**config.mk**
```make
export PLATFORM = sky130hd
export DESIGN_NAME = rtc_calendar
export DESIGN_NICKNAME = d
export VERILOG_FILES = /design/src/rtl/rtc_pkg.sv /design/src/rtl/rtc_update_timer.sv /design/src/rtl/rtc_time_advance.sv /design/src/rtl/rtc_alarm_match.sv /design/src/rtl/rtc_calendar.sv
export SDC_FILE = /design/constraint.sdc
export NUM_CORES = 1
export LEC_CHECK = 0
export ABC_CLOCK_PERIOD_IN_PS = 4160
export BUFFER_PORTS_ARGS = -buffer_cell sky130_fd_sc_hd__buf_2
export CAP_MARGIN = 20
export CORE_MARGIN = 2
export CORE_UTILIZATION = 45
export DETAILED_ROUTE_END_ITERATION = 10
export GPL_ROUTABILITY_DRIVEN = 0
export GPL_TIMING_DRIVEN = 0
export RECOVER_POWER = 25
export SYNTH_ARGS = -nofsm -noshare
export SYNTH_HDL_FRONTEND = slang
export SYNTH_SLANG_ARGS = --single-unit
```
**constraint.sdc**
```tcl
create_clock -name clk -period 4.16 [get_ports clk]
set_input_delay 0.832 -clock clk [delete_from_list [all_inputs] [get_ports clk]]
set_output_delay 0.832 -clock clk [all_outputs]
set_load 0.005 [all_outputs]
```
**src/rtl/rtc_pkg.sv**
```systemverilog
package rtc_pkg;
  localparam int BYTE_W = 8;

  localparam int A_SEC   = 0;
  localparam int A_SEC_AL = 1;
  localparam int A_MIN   = 2;
  localparam int A_MIN_AL = 3;
  localparam int A_HOUR  = 4;
  localparam int A_HOUR_AL = 5;
  localparam int A_WDAY  = 6;
  localparam int A_DATE  = 7;
  localparam int A_MON   = 8;
  localparam int A_YEAR  = 9;
  localparam int A_STAT  = 10;
  localparam int A_CTRL  = 11;
  localparam int A_FLAG  = 12;

  typedef struct packed {
    logic [BYTE_W-1:0] sec;
    logic [BYTE_W-1:0] min;
    logic [BYTE_W-1:0] hour;
    logic [BYTE_W-1:0] wday;
    logic [BYTE_W-1:0] date;
    logic [BYTE_W-1:0] mon;
    logic [BYTE_W-1:0] year;
  } tod_t;

  function automatic logic [6:0] to_num(input logic [7:0] v, input logic bin);
    if (bin) return v[6:0];
    return 7'(v[7:4]) * 7'd10 + 7'(v[3:0]);
  endfunction

  function automatic logic [7:0] from_num(input logic [6:0] n, input logic bin);
    if (bin) return {1'b0, n};
    return {4'(n / 7'd10), 4'(n % 7'd10)};
  endfunction

  function automatic logic [6:0] month_len(input logic [6:0] mo, input logic [6:0] yr);
    case (mo)
      7'd2: return (yr[1:0] == 2'b00) ? 7'd29 : 7'd28;
      7'd4, 7'd6, 7'd9, 7'd11: return 7'd30;
      default: return 7'd31;
    endcase
  endfunction
endpackage

```
**src/rtl/rtc_update_timer.sv**
```systemverilog
module rtc_update_timer #(
  parameter int UIP_CYCLES = 4
) (
  input  logic clk,
  input  logic rst_n,
  input  logic start,
  output logic busy,
  output logic commit
);
  localparam int CNT_W = $clog2(UIP_CYCLES + 1);

  logic [CNT_W-1:0] cnt_q, cnt_d;

  always_comb begin
    cnt_d = cnt_q;
    if (cnt_q != '0)  cnt_d = cnt_q - 1'b1;
    else if (start)   cnt_d = CNT_W'(UIP_CYCLES);
  end

  always_ff @(posedge clk or negedge rst_n) begin
    if (!rst_n) cnt_q <= '0;
    else        cnt_q <= cnt_d;
  end

  assign busy   = (cnt_q != '0);
  assign commit = (cnt_q == CNT_W'(1));
endmodule

```
**src/rtl/rtc_time_advance.sv**
```systemverilog
module rtc_time_advance
  import rtc_pkg::*;
(
  input  tod_t cur,
  input  logic bin_mode,
  input  logic h24_mode,
  output tod_t nxt
);
  logic [6:0] s, m, h, h12, w, d, mo, y, dim;
  logic [6:0] s_n, m_n, h_n, w_n, d_n, mo_n, y_n, h12_n;
  logic       c_min, c_hr, c_day, c_mon, c_yr;

  always_comb begin
    s  = to_num(cur.sec, bin_mode);
    m  = to_num(cur.min, bin_mode);
    w  = to_num(cur.wday, bin_mode);
    d  = to_num(cur.date, bin_mode);
    mo = to_num(cur.mon, bin_mode);
    y  = to_num(cur.year, bin_mode);
    h12 = to_num({1'b0, cur.hour[6:0]}, bin_mode);
    if (h24_mode) h = to_num(cur.hour, bin_mode);
    else          h = ((h12 == 7'd12) ? 7'd0 : h12) + (cur.hour[7] ? 7'd12 : 7'd0);
    dim = month_len(mo, y);

    c_min = (s >= 7'd59);
    c_hr  = c_min && (m >= 7'd59);
    c_day = c_hr && (h >= 7'd23);
    c_mon = c_day && (d >= dim);
    c_yr  = c_mon && (mo >= 7'd12);

    s_n  = c_min ? 7'd0 : s + 7'd1;
    m_n  = c_hr ? 7'd0 : (c_min ? m + 7'd1 : m);
    h_n  = c_day ? 7'd0 : (c_hr ? h + 7'd1 : h);
    d_n  = c_mon ? 7'd1 : (c_day ? d + 7'd1 : d);
    w_n  = c_day ? ((w >= 7'd7) ? 7'd1 : w + 7'd1) : w;
    mo_n = c_yr ? 7'd1 : (c_mon ? mo + 7'd1 : mo);
    y_n  = c_yr ? ((y >= 7'd99) ? 7'd0 : y + 7'd1) : y;
    h12_n = ((h_n % 7'd12) == 7'd0) ? 7'd12 : (h_n % 7'd12);

    nxt.sec  = from_num(s_n, bin_mode);
    nxt.min  = from_num(m_n, bin_mode);
    nxt.wday = from_num(w_n, bin_mode);
    nxt.date = from_num(d_n, bin_mode);
    nxt.mon  = from_num(mo_n, bin_mode);
    nxt.year = from_num(y_n, bin_mode);
    if (h24_mode) nxt.hour = from_num(h_n, bin_mode);
    else          nxt.hour = {(h_n >= 7'd12), from_num(h12_n, bin_mode)[6:0]};
  end
endmodule

```
**src/rtl/rtc_alarm_match.sv**
```systemverilog
module rtc_alarm_match #(
  parameter int FIELDS = 3,
  parameter int BYTE_W = 8
) (
  input  logic [FIELDS-1:0][BYTE_W-1:0] now_v,
  input  logic [FIELDS-1:0][BYTE_W-1:0] alarm_v,
  output logic                          hit
);
  logic [FIELDS-1:0] field_ok;

  for (genvar gi = 0; gi < FIELDS; gi++) begin : g_field
    assign field_ok[gi] = (alarm_v[gi][BYTE_W-1:BYTE_W-2] == 2'b11) ||
                          (alarm_v[gi] == now_v[gi]);
  end

  assign hit = &field_ok;
endmodule

```
**src/rtl/rtc_calendar.sv**
```systemverilog
module rtc_calendar
  import rtc_pkg::*;
#(
  parameter int UIP_CYCLES = 4,
  parameter int ADDR_W     = 4
) (
  input  logic              clk,
  input  logic              rst_n,
  input  logic              sec_tick,
  input  logic              reg_wr,
  input  logic [ADDR_W-1:0] reg_addr,
  input  logic [7:0]        reg_wdata,
  output logic [7:0]        reg_rdata,
  output logic              irq
);
  localparam int ALARMS = 3;

  logic [1:0] rst_sync_q;
  logic       rst_core_n;

  always_ff @(posedge clk or negedge rst_n) begin
    if (!rst_n) rst_sync_q <= 2'b00;
    else        rst_sync_q <= {rst_sync_q[0], 1'b1};
  end
  assign rst_core_n = rst_sync_q[1];

  tod_t time_q, time_d, time_adv;
  logic [ALARMS-1:0][7:0] alarm_q, alarm_d;
  logic freeze_q, freeze_d, aie_q, aie_d, uie_q, uie_d;
  logic bin_q, bin_d, h24_q, h24_d;
  logic af_q, af_d, uf_q, uf_d;
  logic upd_busy, upd_commit, do_commit, alarm_hit;
  logic wr_flag;

  rtc_update_timer #(.UIP_CYCLES(UIP_CYCLES)) timer_i (
    .clk    (clk),
    .rst_n  (rst_core_n),
    .start  (sec_tick && !freeze_q),
    .busy   (upd_busy),
    .commit (upd_commit)
  );

  rtc_time_advance adv_i (
    .cur      (time_q),
    .bin_mode (bin_q),
    .h24_mode (h24_q),
    .nxt      (time_adv)
  );

  rtc_alarm_match #(.FIELDS(ALARMS), .BYTE_W(8)) alarm_i (
    .now_v   ({time_adv.hour, time_adv.min, time_adv.sec}),
    .alarm_v (alarm_q),
    .hit     (alarm_hit)
  );

  assign do_commit = upd_commit && !freeze_q;
  assign wr_flag   = reg_wr && (reg_addr == ADDR_W'(A_FLAG));

  always_comb begin
    time_d   = do_commit ? time_adv : time_q;
    alarm_d  = alarm_q;
    freeze_d = freeze_q;
    aie_d    = aie_q;
    uie_d    = uie_q;
    bin_d    = bin_q;
    h24_d    = h24_q;
    if (reg_wr) begin
      case (reg_addr)
        ADDR_W'(A_SEC):     time_d.sec  = reg_wdata;
        ADDR_W'(A_MIN):     time_d.min  = reg_wdata;
        ADDR_W'(A_HOUR):    time_d.hour = reg_wdata;
        ADDR_W'(A_WDAY):    time_d.wday = reg_wdata;
        ADDR_W'(A_DATE):    time_d.date = reg_wdata;
        ADDR_W'(A_MON):     time_d.mon  = reg_wdata;
        ADDR_W'(A_YEAR):    time_d.year = reg_wdata;
        ADDR_W'(A_SEC_AL):  alarm_d[0]  = reg_wdata;
        ADDR_W'(A_MIN_AL):  alarm_d[1]  = reg_wdata;
        ADDR_W'(A_HOUR_AL): alarm_d[2]  = reg_wdata;
        ADDR_W'(A_CTRL): begin
          freeze_d = reg_wdata[7];
          aie_d    = reg_wdata[5];
          uie_d    = reg_wdata[4];
          bin_d    = reg_wdata[2];
          h24_d    = reg_wdata[1];
        end
        default: ;
      endcase
    end
    uf_d = (uf_q && !wr_flag) || do_commit;
    af_d = (af_q && !wr_flag) || (do_commit && alarm_hit);
  end

  always_ff @(posedge clk or negedge rst_core_n) begin
    if (!rst_core_n) begin
      time_q   <= '{sec: 8'h00, min: 8'h00, hour: 8'h00, wday: 8'h01,
                    date: 8'h01, mon: 8'h01, year: 8'h00};
      alarm_q  <= '0;
      freeze_q <= 1'b0;
      aie_q    <= 1'b0;
      uie_q    <= 1'b0;
      bin_q    <= 1'b0;
      h24_q    <= 1'b1;
      af_q     <= 1'b0;
      uf_q     <= 1'b0;
    end else begin
      time_q   <= time_d;
      alarm_q  <= alarm_d;
      freeze_q <= freeze_d;
      aie_q    <= aie_d;
      uie_q    <= uie_d;
      bin_q    <= bin_d;
      h24_q    <= h24_d;
      af_q     <= af_d;
      uf_q     <= uf_d;
    end
  end

  assign irq = (af_q && aie_q) || (uf_q && uie_q);

  always_comb begin
    case (reg_addr)
      ADDR_W'(A_SEC):     reg_rdata = time_q.sec;
      ADDR_W'(A_SEC_AL):  reg_rdata = alarm_q[0];
      ADDR_W'(A_MIN):     reg_rdata = time_q.min;
      ADDR_W'(A_MIN_AL):  reg_rdata = alarm_q[1];
      ADDR_W'(A_HOUR):    reg_rdata = time_q.hour;
      ADDR_W'(A_HOUR_AL): reg_rdata = alarm_q[2];
      ADDR_W'(A_WDAY):    reg_rdata = time_q.wday;
      ADDR_W'(A_DATE):    reg_rdata = time_q.date;
      ADDR_W'(A_MON):     reg_rdata = time_q.mon;
      ADDR_W'(A_YEAR):    reg_rdata = time_q.year;
      ADDR_W'(A_STAT):    reg_rdata = {upd_busy, 7'b0};
      ADDR_W'(A_CTRL):    reg_rdata = {freeze_q, 1'b0, aie_q, uie_q, 1'b0, bin_q, h24_q, 1'b0};
      ADDR_W'(A_FLAG):    reg_rdata = {irq, 1'b0, af_q, uf_q, 4'b0};
      default:            reg_rdata = 8'h00;
    endcase
  end
endmodule

```
## After elaboration in Yosys (flattened, before gate mapping)

Cells that the tools add are included.

| storage, ports and cells | value |
|---|---|
| flip-flop bits (word level) | 92 |

| operators by class | value |
|---|---|
| $add $sub $neg | 17 |
| multiply operators | 8 |
| divide/modulo/power cells | 17 |
| $lt $le $gt $ge | 8 |
| eq/ne operators | 25 |
| muxes and demuxes | 66 |
| reductions and logical operators | 31 |

Operator list:

| operator | number |
|---|---|
| two-way mux 7 bit | 33 |
| two-way mux 8 bit | 22 |
| two-way mux 56 bit | 2 |
| one-hot mux 8 bit (13 select lines) | 1 |
| remainder unit 7 x 4 -> 7 bit (second input constant) | 9 |
| adder 7 x 4 -> 7 bit | 8 |
| divider 7 x 4 -> 7 bit (second input constant) | 8 |
| adder 7 x 1 -> 7 bit (second input constant) | 7 |
| multiplier 4 x 3 -> 6 bit (second input constant) | 7 |
| == test 8 bit | 3 |
| == test 7 x 4 -> 1 bit (second input constant) | 3 |
| == test 4 bit (second input constant) | 5 |
| == test 4 x 3 -> 1 bit (second input constant) | 4 |
| == test 7 x 3 -> 1 bit (second input constant) | 2 |
| >= comparator 7 x 4 -> 1 bit (second input constant) | 2 |
| >= comparator 7 x 6 -> 1 bit (second input constant) | 2 |
| one-hot mux 7 bit (2 select lines) | 1 |
| logical AND 1 bit | 12 |
| == test 4 x 2 -> 1 bit (second input constant) | 2 |
| AND reduction 2 bit | 4 |
| adder 7 bit | 1 |
| == test 7 x 2 -> 1 bit (second input constant) | 1 |
| >= comparator 7 x 3 -> 1 bit (second input constant) | 1 |
| >= comparator 7 x 5 -> 1 bit (second input constant) | 1 |
| other kinds (19) | 31 |

## Longest topological paths before layout

Gate-level depths: netlist of the first run.

| logic depth | value |
|---|---|
| word-level depth | 21 |
| gate-level depth with buffers | 41 |
| depth with buffers taken out | 36 |

## Modules after synthesis

From an unflattened synthesis of the first run, not the netlist that was laid out.

| second synthesis, totals | value |
|---|---|
| cell total of the unflattened synthesis | 1561 |
| area total of the unflattened synthesis | 12575.8 sq um |

By module, submodules not included:

| module | times used | cells an instance | area each (sq um) | sequential area each (sq um) |
|---|---|---|---|---|
| rtc_time_advance | 1 | 1053 | 7183.1 | 0.0 |
| rtc_calendar | 1 | 461 | 4982.3 | 2232.1 |
| rtc_alarm_match | 1 | 34 | 280.3 | 0.0 |
| rtc_update_timer | 1 | 13 | 130.1 | 75.1 |

## Worst setup path before layout of the first run

No wires, ideal clock.

| timing path | value |
|---|---|
| path type | flip-flop to flip-flop |
| from | register bin_q |
| to | register time_q[10] in the netlist's numbering |
| arrival time | 7.594 ns |
| path slack | -3.544 ns |
| stages on the path, launching flop included | 40 |
| path through | dfrtp_1 > buf_4 > buf_4 > buf_2 > buf_2 > buf_1 > clkbuf_1 > clkbuf_1 > clkbuf_1 > nor3_1 > a21oi_1 > o32a_1 > nor2_1 > nor2_1 > ha_1 > fa_1 > xnor2_1 > o21ai_0 > (+4 left out) > o211ai_4 > buf_2 > nand3_1 > o31a_1 > inv_1 > ha_1 > a41oi_1 > maj3_1 > o21ai_0 > o31ai_2 > nand4_1 > a21bo_2 > a221o_1 > a22oi_1 > o21ai_1 > nand3_1 > o21ai_0 > o41ai_1 |

RTL lines:

| what | RTL line | source |
|---|---|---|
| from (decl) | rtc_calendar.sv:30 | `logic bin_q, bin_d, h24_q, h24_d;` |
| from (signal assigned) | rtc_calendar.sv:111 | `bin_q <= bin_d;` |
| to (signal assigned) | rtc_calendar.sv:95 | `time_q <= '{sec: 8'h00, min: 8'h00, hour: 8'h00, wday: 8'h01,` |
| to (signal assigned) | rtc_calendar.sv:106 | `time_q <= time_d;` |
| to (decl) | rtc_calendar.sv:27 | `tod_t time_q, time_d, time_adv;` |

==> results.md, run 1 <==
- Worst reg2reg startpoint: bin_q
- Final WL: 59100 um
- Final Hold Fails: 0
- Via count: 15525
- Starting Density: 46.0%
- Num CTS Buffers: 9
- Worst hold-check path type: in -> async
- Total Routing Usage GR: 37.8%
- Most used cell along the critical path: buf_12
- Ports: 25
- Worst-margin pin slew: 1.81 ns
- First-pass GRT wire length: 88100 um
- Finished Layout Cells: 2309
- Die area: 30000 um2
- Synth Net Count: 1809
- Worst path depth: 41
- Worst Reg-to-Reg Cells: 41
- Max cap viols: 1
- Core region area: 28000 um2
- RSZ-0062 raised after global routing: true
- Worst path bufs/invs: 12
- Crit-path max cell delay: 0.43 ns
- Status: finished with violations
- FF-to-FF setup slack: -2.97 ns
- Clk pin slew, worst setup/hold paths: 0.07 ns
- EDFF count, synth: 0
- Post-synth top area cell: dfrtp_1
- CP endpoint: time_q[10]
- # DRC: 0
- PnR worst setup slack: -2.97 ns
- Final-report max-slew violation count: 42
- Worst path required time: 4.41 ns
- Initial drt markers: 1636
- Grt ovf: 0
- Worst-Skew Late Latency: 0.37 ns
- Final setup violation count: 52
- Dominant cells by area after synthesis: dfrtp_1, ha_1, nand2_1
- Vias in the first global route: 14852
- Share of cells above drive strength 1: 32.5%
- Post-synth top area share: 17.1%
- Clk buf depth: 2
- Min Tclk post-route: 7.13 ns
- Htree depth: 3
- Final ANT Viol Nets: 0
- Setup TNS: -92.20 ns
- Register area share after synthesis: 17.9%
- Worst setup SP type: flop
- Synth Register Bits: 92
- Dpl ws: -5.06 ns
- Chip Width: 173 um
- Commonest register cell after synthesis: dfrtp_1
- Crit path max-delay cell type: fa_2
- Synth Area per Inst: 7.56 um2
- Die span in y: 173 um
- Post-Syn Instances: 1706
- Drt pass-1 iters: 6
- Most frequent cells in the layout: nand2_1, buf_4, nor2_1
- DP Cell Count: 2104
- FP Rows: 61
- Commonest non-fill, non-tap cell in the layout: nand2_1
- Clk sinks: 92
- CP top delay family: compound AO/OA/AOI/OAI gates
- Crit Path Category: reg -> reg
- Syn Std Cell Area: 12900 um2
- Final net count: 2029
- Reg2reg end: time_q[10]
- Critical path launch point: bin_q
- Root buffer cell: clkbuf_16
- Port buffer count: 18
- Async S/R FF share, synth: 100%
- Crit path max fanout: 6
- Unique masters post-synth: 111
- Initial antenna violation count: 1
- Detail Placement HPWL: 40100 um
- Worst path arrival time: 7.39 ns
- Largest net degree at the start of global routing: 50
- Headroom to the max-slew limit: -20.8%
- Ys Warns: 0
- Setup crit end kind: flop
- WL/cell: 25.6 um
- Failing checks: max-capacitance violations, max-slew violations, negative setup slack
- N_diodes: 0
- Clock Skews: 0.0101 ns
- Max Clock Freq: 0.140 GHz
- Via/cell ratio: 6.72
- Hold slack: 0.238 ns
- Synth-to-Final Area Change: 37.1%
- Tcrit/Tclk final: 171%
- TritonCTS clock tree: yes
- Hold-fix buffers at CTS: 0
cell families after synthesis:
kind of cell	share of synthesized area, %
AO/OA/AOI/OAI	31.6
XOR/XNOR	4.88
adder cells (fa/ha/maj)	9.39
buffers and inverters	4.90
flip-flops	17.9
multiplexers	8.22
other	0.0291
AND/OR/NAND/NOR	23.1
how the worst min path moves through the flow:
stage | to | slack (ns) | start | depth (start not counted)
floorplan | rst_sync_q[1] | 0.33 | rst_sync_q[0] | 0
global placement | rst_sync_q[1] | 0.34 | rst_sync_q[0] | 0
detailed placement | rst_sync_q[1] | 0.34 | rst_sync_q[0] | 0
CTS | rst_sync_q[1] | 0.24 | rst_n | 1
global route | rst_sync_q[0] | 0.25 | rst_n | 1
finish | rst_sync_q[0] | 0.24 | rst_n | 1
layout make-up:
class                      instances  area [um2]
tap                              378         473
inverter                          40         156
fill                            2467       10300
clock buffer                      10         229
timing repair buffer             215        1790
sequential                        92        2330
multi-input combinational       1464       11800
clock inverter                     6         111
buffer                           104         806
cell usage after synthesis, drive strengths merged, types with 15 or more instances:
cell and count:
a211oi 24, a21o 17, a21oi 130, a221oi 20
a22oi 17, a31oi 33, and2 21, and3 15
buf 37, clkbuf 73, dfrtp 88, fa 15
ha 72, inv 40, mux2 56, mux2i 38
nand2 194, nand3 50, nor2 171, nor3 66
nor4 15, o211ai 29, o21a 17, o21ai 132
o22ai 18, xnor2 50, xor2 21
state kept, by name, summed over array words and instances, names as in the netlist:
name and cells:
af_q 1, aie_q 1, alarm_q 24, bin_q 1, freeze_q 1, h24_q 1, rst_sync_q 2, time_q 56
timer_i.cnt_q 3, uf_q 1, uie_q 1
per-layer routing:
metal  global-route usage (%)  routed length [um]  up-vias
li1                         -                   -     6904
met1                     47.9               23100     7434
met2                     59.4               26100      918
met3                     7.48                5470      267
met4                     23.3                4430        2
met5                        0                  15        -
repair_timing:
item                       4_1_cts  5_1_grt
buffers inserted               151       58
gates resized for setup        259      132
setup endpoints to repair       54       52
pin swaps                      133      109
stage by stage:
| step | cell area [um2] | utilization, % |
|---|---|---|
| after global placement | 14100 | 50.5 |
| after floorplan | 13600 | - |
| after CTS | 16900 | 60.2 |
| after detailed placement | 14200 | 50.6 |
| final | 17700 | 63.1 |
| after global routing | 17700 | 63.1 |
Power of run 1 is not shown: default switching activity piles up to over one toggle a cycle in this logic, so the estimate is an artifact.
==> inputs of run 2 (changes only) <==
--- a/config.mk
+++ b/config.mk
@@ -8,11 +8,14 @@
 export ABC_CLOCK_PERIOD_IN_PS = 4160
 export BUFFER_PORTS_ARGS = -buffer_cell sky130_fd_sc_hd__buf_2
 export CAP_MARGIN = 20
+export CELL_PAD_IN_SITES_DETAIL_PLACEMENT = 1
+export CELL_PAD_IN_SITES_GLOBAL_PLACEMENT = 2
 export CORE_MARGIN = 2
-export CORE_UTILIZATION = 45
+export CORE_UTILIZATION = 39
 export DETAILED_ROUTE_END_ITERATION = 10
 export GPL_ROUTABILITY_DRIVEN = 0
 export GPL_TIMING_DRIVEN = 0
+export PLACE_DENSITY_LB_ADDON = 0.1
 export RECOVER_POWER = 25
 export SYNTH_ARGS = -nofsm -noshare
 export SYNTH_HDL_FRONTEND = slang
==> run 2 against run 1 <==
Compared with the run above:
- the run still ends with max-capacitance violations, max-slew violations, negative setup slack left
- die area rose by 15%
- final area rose by 4.3%
- critical path type unchanged
- largest cell class unchanged
- first-iteration DRC count fell by 13%
- maximum frequency barely moved
- register-to-register slack barely moved
==> results.md, run 2 (same netlist as run 1, synthesis figures left out) <==
- Root buffer cell: clkbuf_16 (unchanged)
- Port buffer count: 18 (unchanged)
- First-pass GRT wire length: 97000 um (was 88100 um)
- CP top delay family: compound AO/OA/AOI/OAI gates (unchanged)
- Die area: 34500 um2 (was 30000 um2)
- Max cap viols: 1 (unchanged)
- Detail Placement HPWL: 45400 um (was 40100 um)
- Die span in y: 186 um (was 173 um)
- Final setup violation count: 52 (unchanged)
- Worst setup SP type: flop (unchanged)
- Max reg flops: 56 (unchanged)
- Final ANT Viol Nets: 0 (unchanged)
- Htree depth: 3 (unchanged)
- Grt ovf: 0 (unchanged)
- Chip Width: 186 um (was 173 um)
- Starting Density: 39.6% (was 46.0%)
- Worst path arrival time: 7.41 ns (was 7.39 ns)
- Failing checks: max-capacitance violations, max-slew violations, negative setup slack (unchanged)
- Via/cell ratio: 6.66 (was 6.72)
- Final Hold Fails: 0 (unchanged)
- Core region area: 32500 um2 (was 28000 um2)
- TritonCTS clock tree: yes (unchanged)
- FF+latch area: 2330 um2 (unchanged)
- Synth-to-Final Area Change: 43.0% (was 37.1%)
- Clk buf depth: 2 (unchanged)
- Final net count: 2060 (was 2029)
- Headroom to the max-slew limit: -34.6% (was -20.8%)
- Tcrit/Tclk final: 172% (was 171%)
- Biggest register: time_q (unchanged)
- RSZ-0062 raised after global routing: true (unchanged)
- Crit path max-delay cell type: a22oi_2 (was fa_2)
- Max Clock Freq: 0.140 GHz (about the same)
- Worst-margin pin slew: 2.02 ns (was 1.81 ns)
- Initial drt markers: 1422 (was 1636)
- Setup crit end kind: flop (unchanged)
- Dpl ws: -5.32 ns (was -5.06 ns)
- Via count: 16017 (was 15525)
- Commonest non-fill, non-tap cell in the layout: nand2_1 (unchanged)
- Worst path bufs/invs: 13 (was 12)
- Largest regs: time_q (56), alarm_q (24), timer_i.cnt_q (3) (unchanged)
- Worst path required time: 4.44 ns (was 4.41 ns)
- Min Tclk post-route: 7.14 ns (was 7.13 ns)
- Worst hold-check path type: in -> async (unchanged)
- Largest net degree at the start of global routing: 48 (was 50)
- # fillers: 3805 (was 2467)
- Vias in the first global route: 15717 (was 14852)
- FP Rows: 66 (was 61)
- Crit Path Category: reg -> reg (unchanged)
- # DRC: 0 (unchanged)
- Most frequent cells in the layout: nand2_1, buf_4, nor2_1 (unchanged)
- Clock Skews: 0.0180 ns (was 0.0101 ns)
- FF-to-FF setup slack: -2.98 ns (was -2.97 ns)
- Crit-path max cell delay: 0.49 ns (was 0.43 ns)
- Final-report max-slew violation count: 44 (was 42)
- Total Routing Usage GR: 37.4% (was 37.8%)
- Clk sinks: 92 (unchanged)
- Worst-Skew Late Latency: 0.37 ns (about the same)
- Crit path max fanout: 7 (was 6)
- Ports: 25 (unchanged)
- Most used cell along the critical path: buf_12 (unchanged)
- Share of cells above drive strength 1: 35.8% (was 32.5%)
- WL/cell: 28.5 um (was 25.6 um)
- Num CTS Buffers: 9 (unchanged)
- Initial antenna violation count: 1 (unchanged)
- PnR worst setup slack: -2.98 ns (was -2.97 ns)
- Drt pass-1 iters: 5 (was 6)
- Clk pin slew, worst setup/hold paths: 0.07 ns (about the same)
- Final WL: 68500 um (was 59100 um)
- Status: finished with violations (unchanged)
- Multi-input combinational cell area: 12200 um2 (was 11800 um2)
==> run 2: area by class of cell <==
| cell class | instances | share of cell area [%] |
|---|---|---|
| Buffer | 103 | 4.59 |
| Multi-Input combinational cell | 1464 | 66.0 |
| Clock inverter | 6 | 0.258 |
| Inverter | 40 | 0.889 |
| Clock buffer | 10 | 1.24 |
| Antenna cell | 2 | 0.0271 |
| Sequential cell | 92 | 12.6 |
| Timing Repair Buffer | 247 | 11.4 |
| Tap cell | 442 | 3.00 |
==> run 2: worst paths after layout <==
check | from | endpoint | cells after the start
max reg2reg | bin_q | time_q[20] | 39
min reg2reg | rst_sync_q[0] | rst_sync_q[1] | 0
max | bin_q | time_q[20] | 39
min | rst_n | rst_sync_q[0] | 1
max in group asynchronous | rst_sync_q[1] | time_q[12] | 0
min in group clk | rst_sync_q[0] | rst_sync_q[1] | 0
==> run 2: per-layer routing <==
layer | track usage [%] | up-vias | wire length (um)
met5 | 0 | - | 0
met4 | 19.4 | 0 | 4380
met3 | 4.60 | 227 | 4420
met2 | 62.0 | 731 | 32500
met1 | 47.5 | 8106 | 27300
li1 | - | 6953 | -
==> run 2: per-stage QoR <==
step | setup TNS [ns] | area [um2] | hold WS [ns] | instances | util (%)
global route | -103.24 | 18400 | 0.251 | 2404 | 56.7
global placement | -167.00 | 14200 | 0.336 | 2166 | 43.7
detailed placement | -169.74 | 14300 | 0.340 | 2168 | 43.8
finish | -92.49 | 18400 | 0.239 | 2406 | 56.7
floorplan | -62.88 | 13600 | 0.331 | 1706 | -
CTS | -85.64 | 17200 | 0.234 | 2341 | 52.9
==> run 2: timing repair <==
| action | in CTS | in global routing |
|---|---|---|
| resized for setup | 316 | 169 |
| buffers inserted | 174 | 73 |
| pin swaps | 132 | 123 |
| setup endpoints to repair | 55 | 54 |
| hold buffers | 0 | 0 |
Power of run 2 is left out for the same reason.
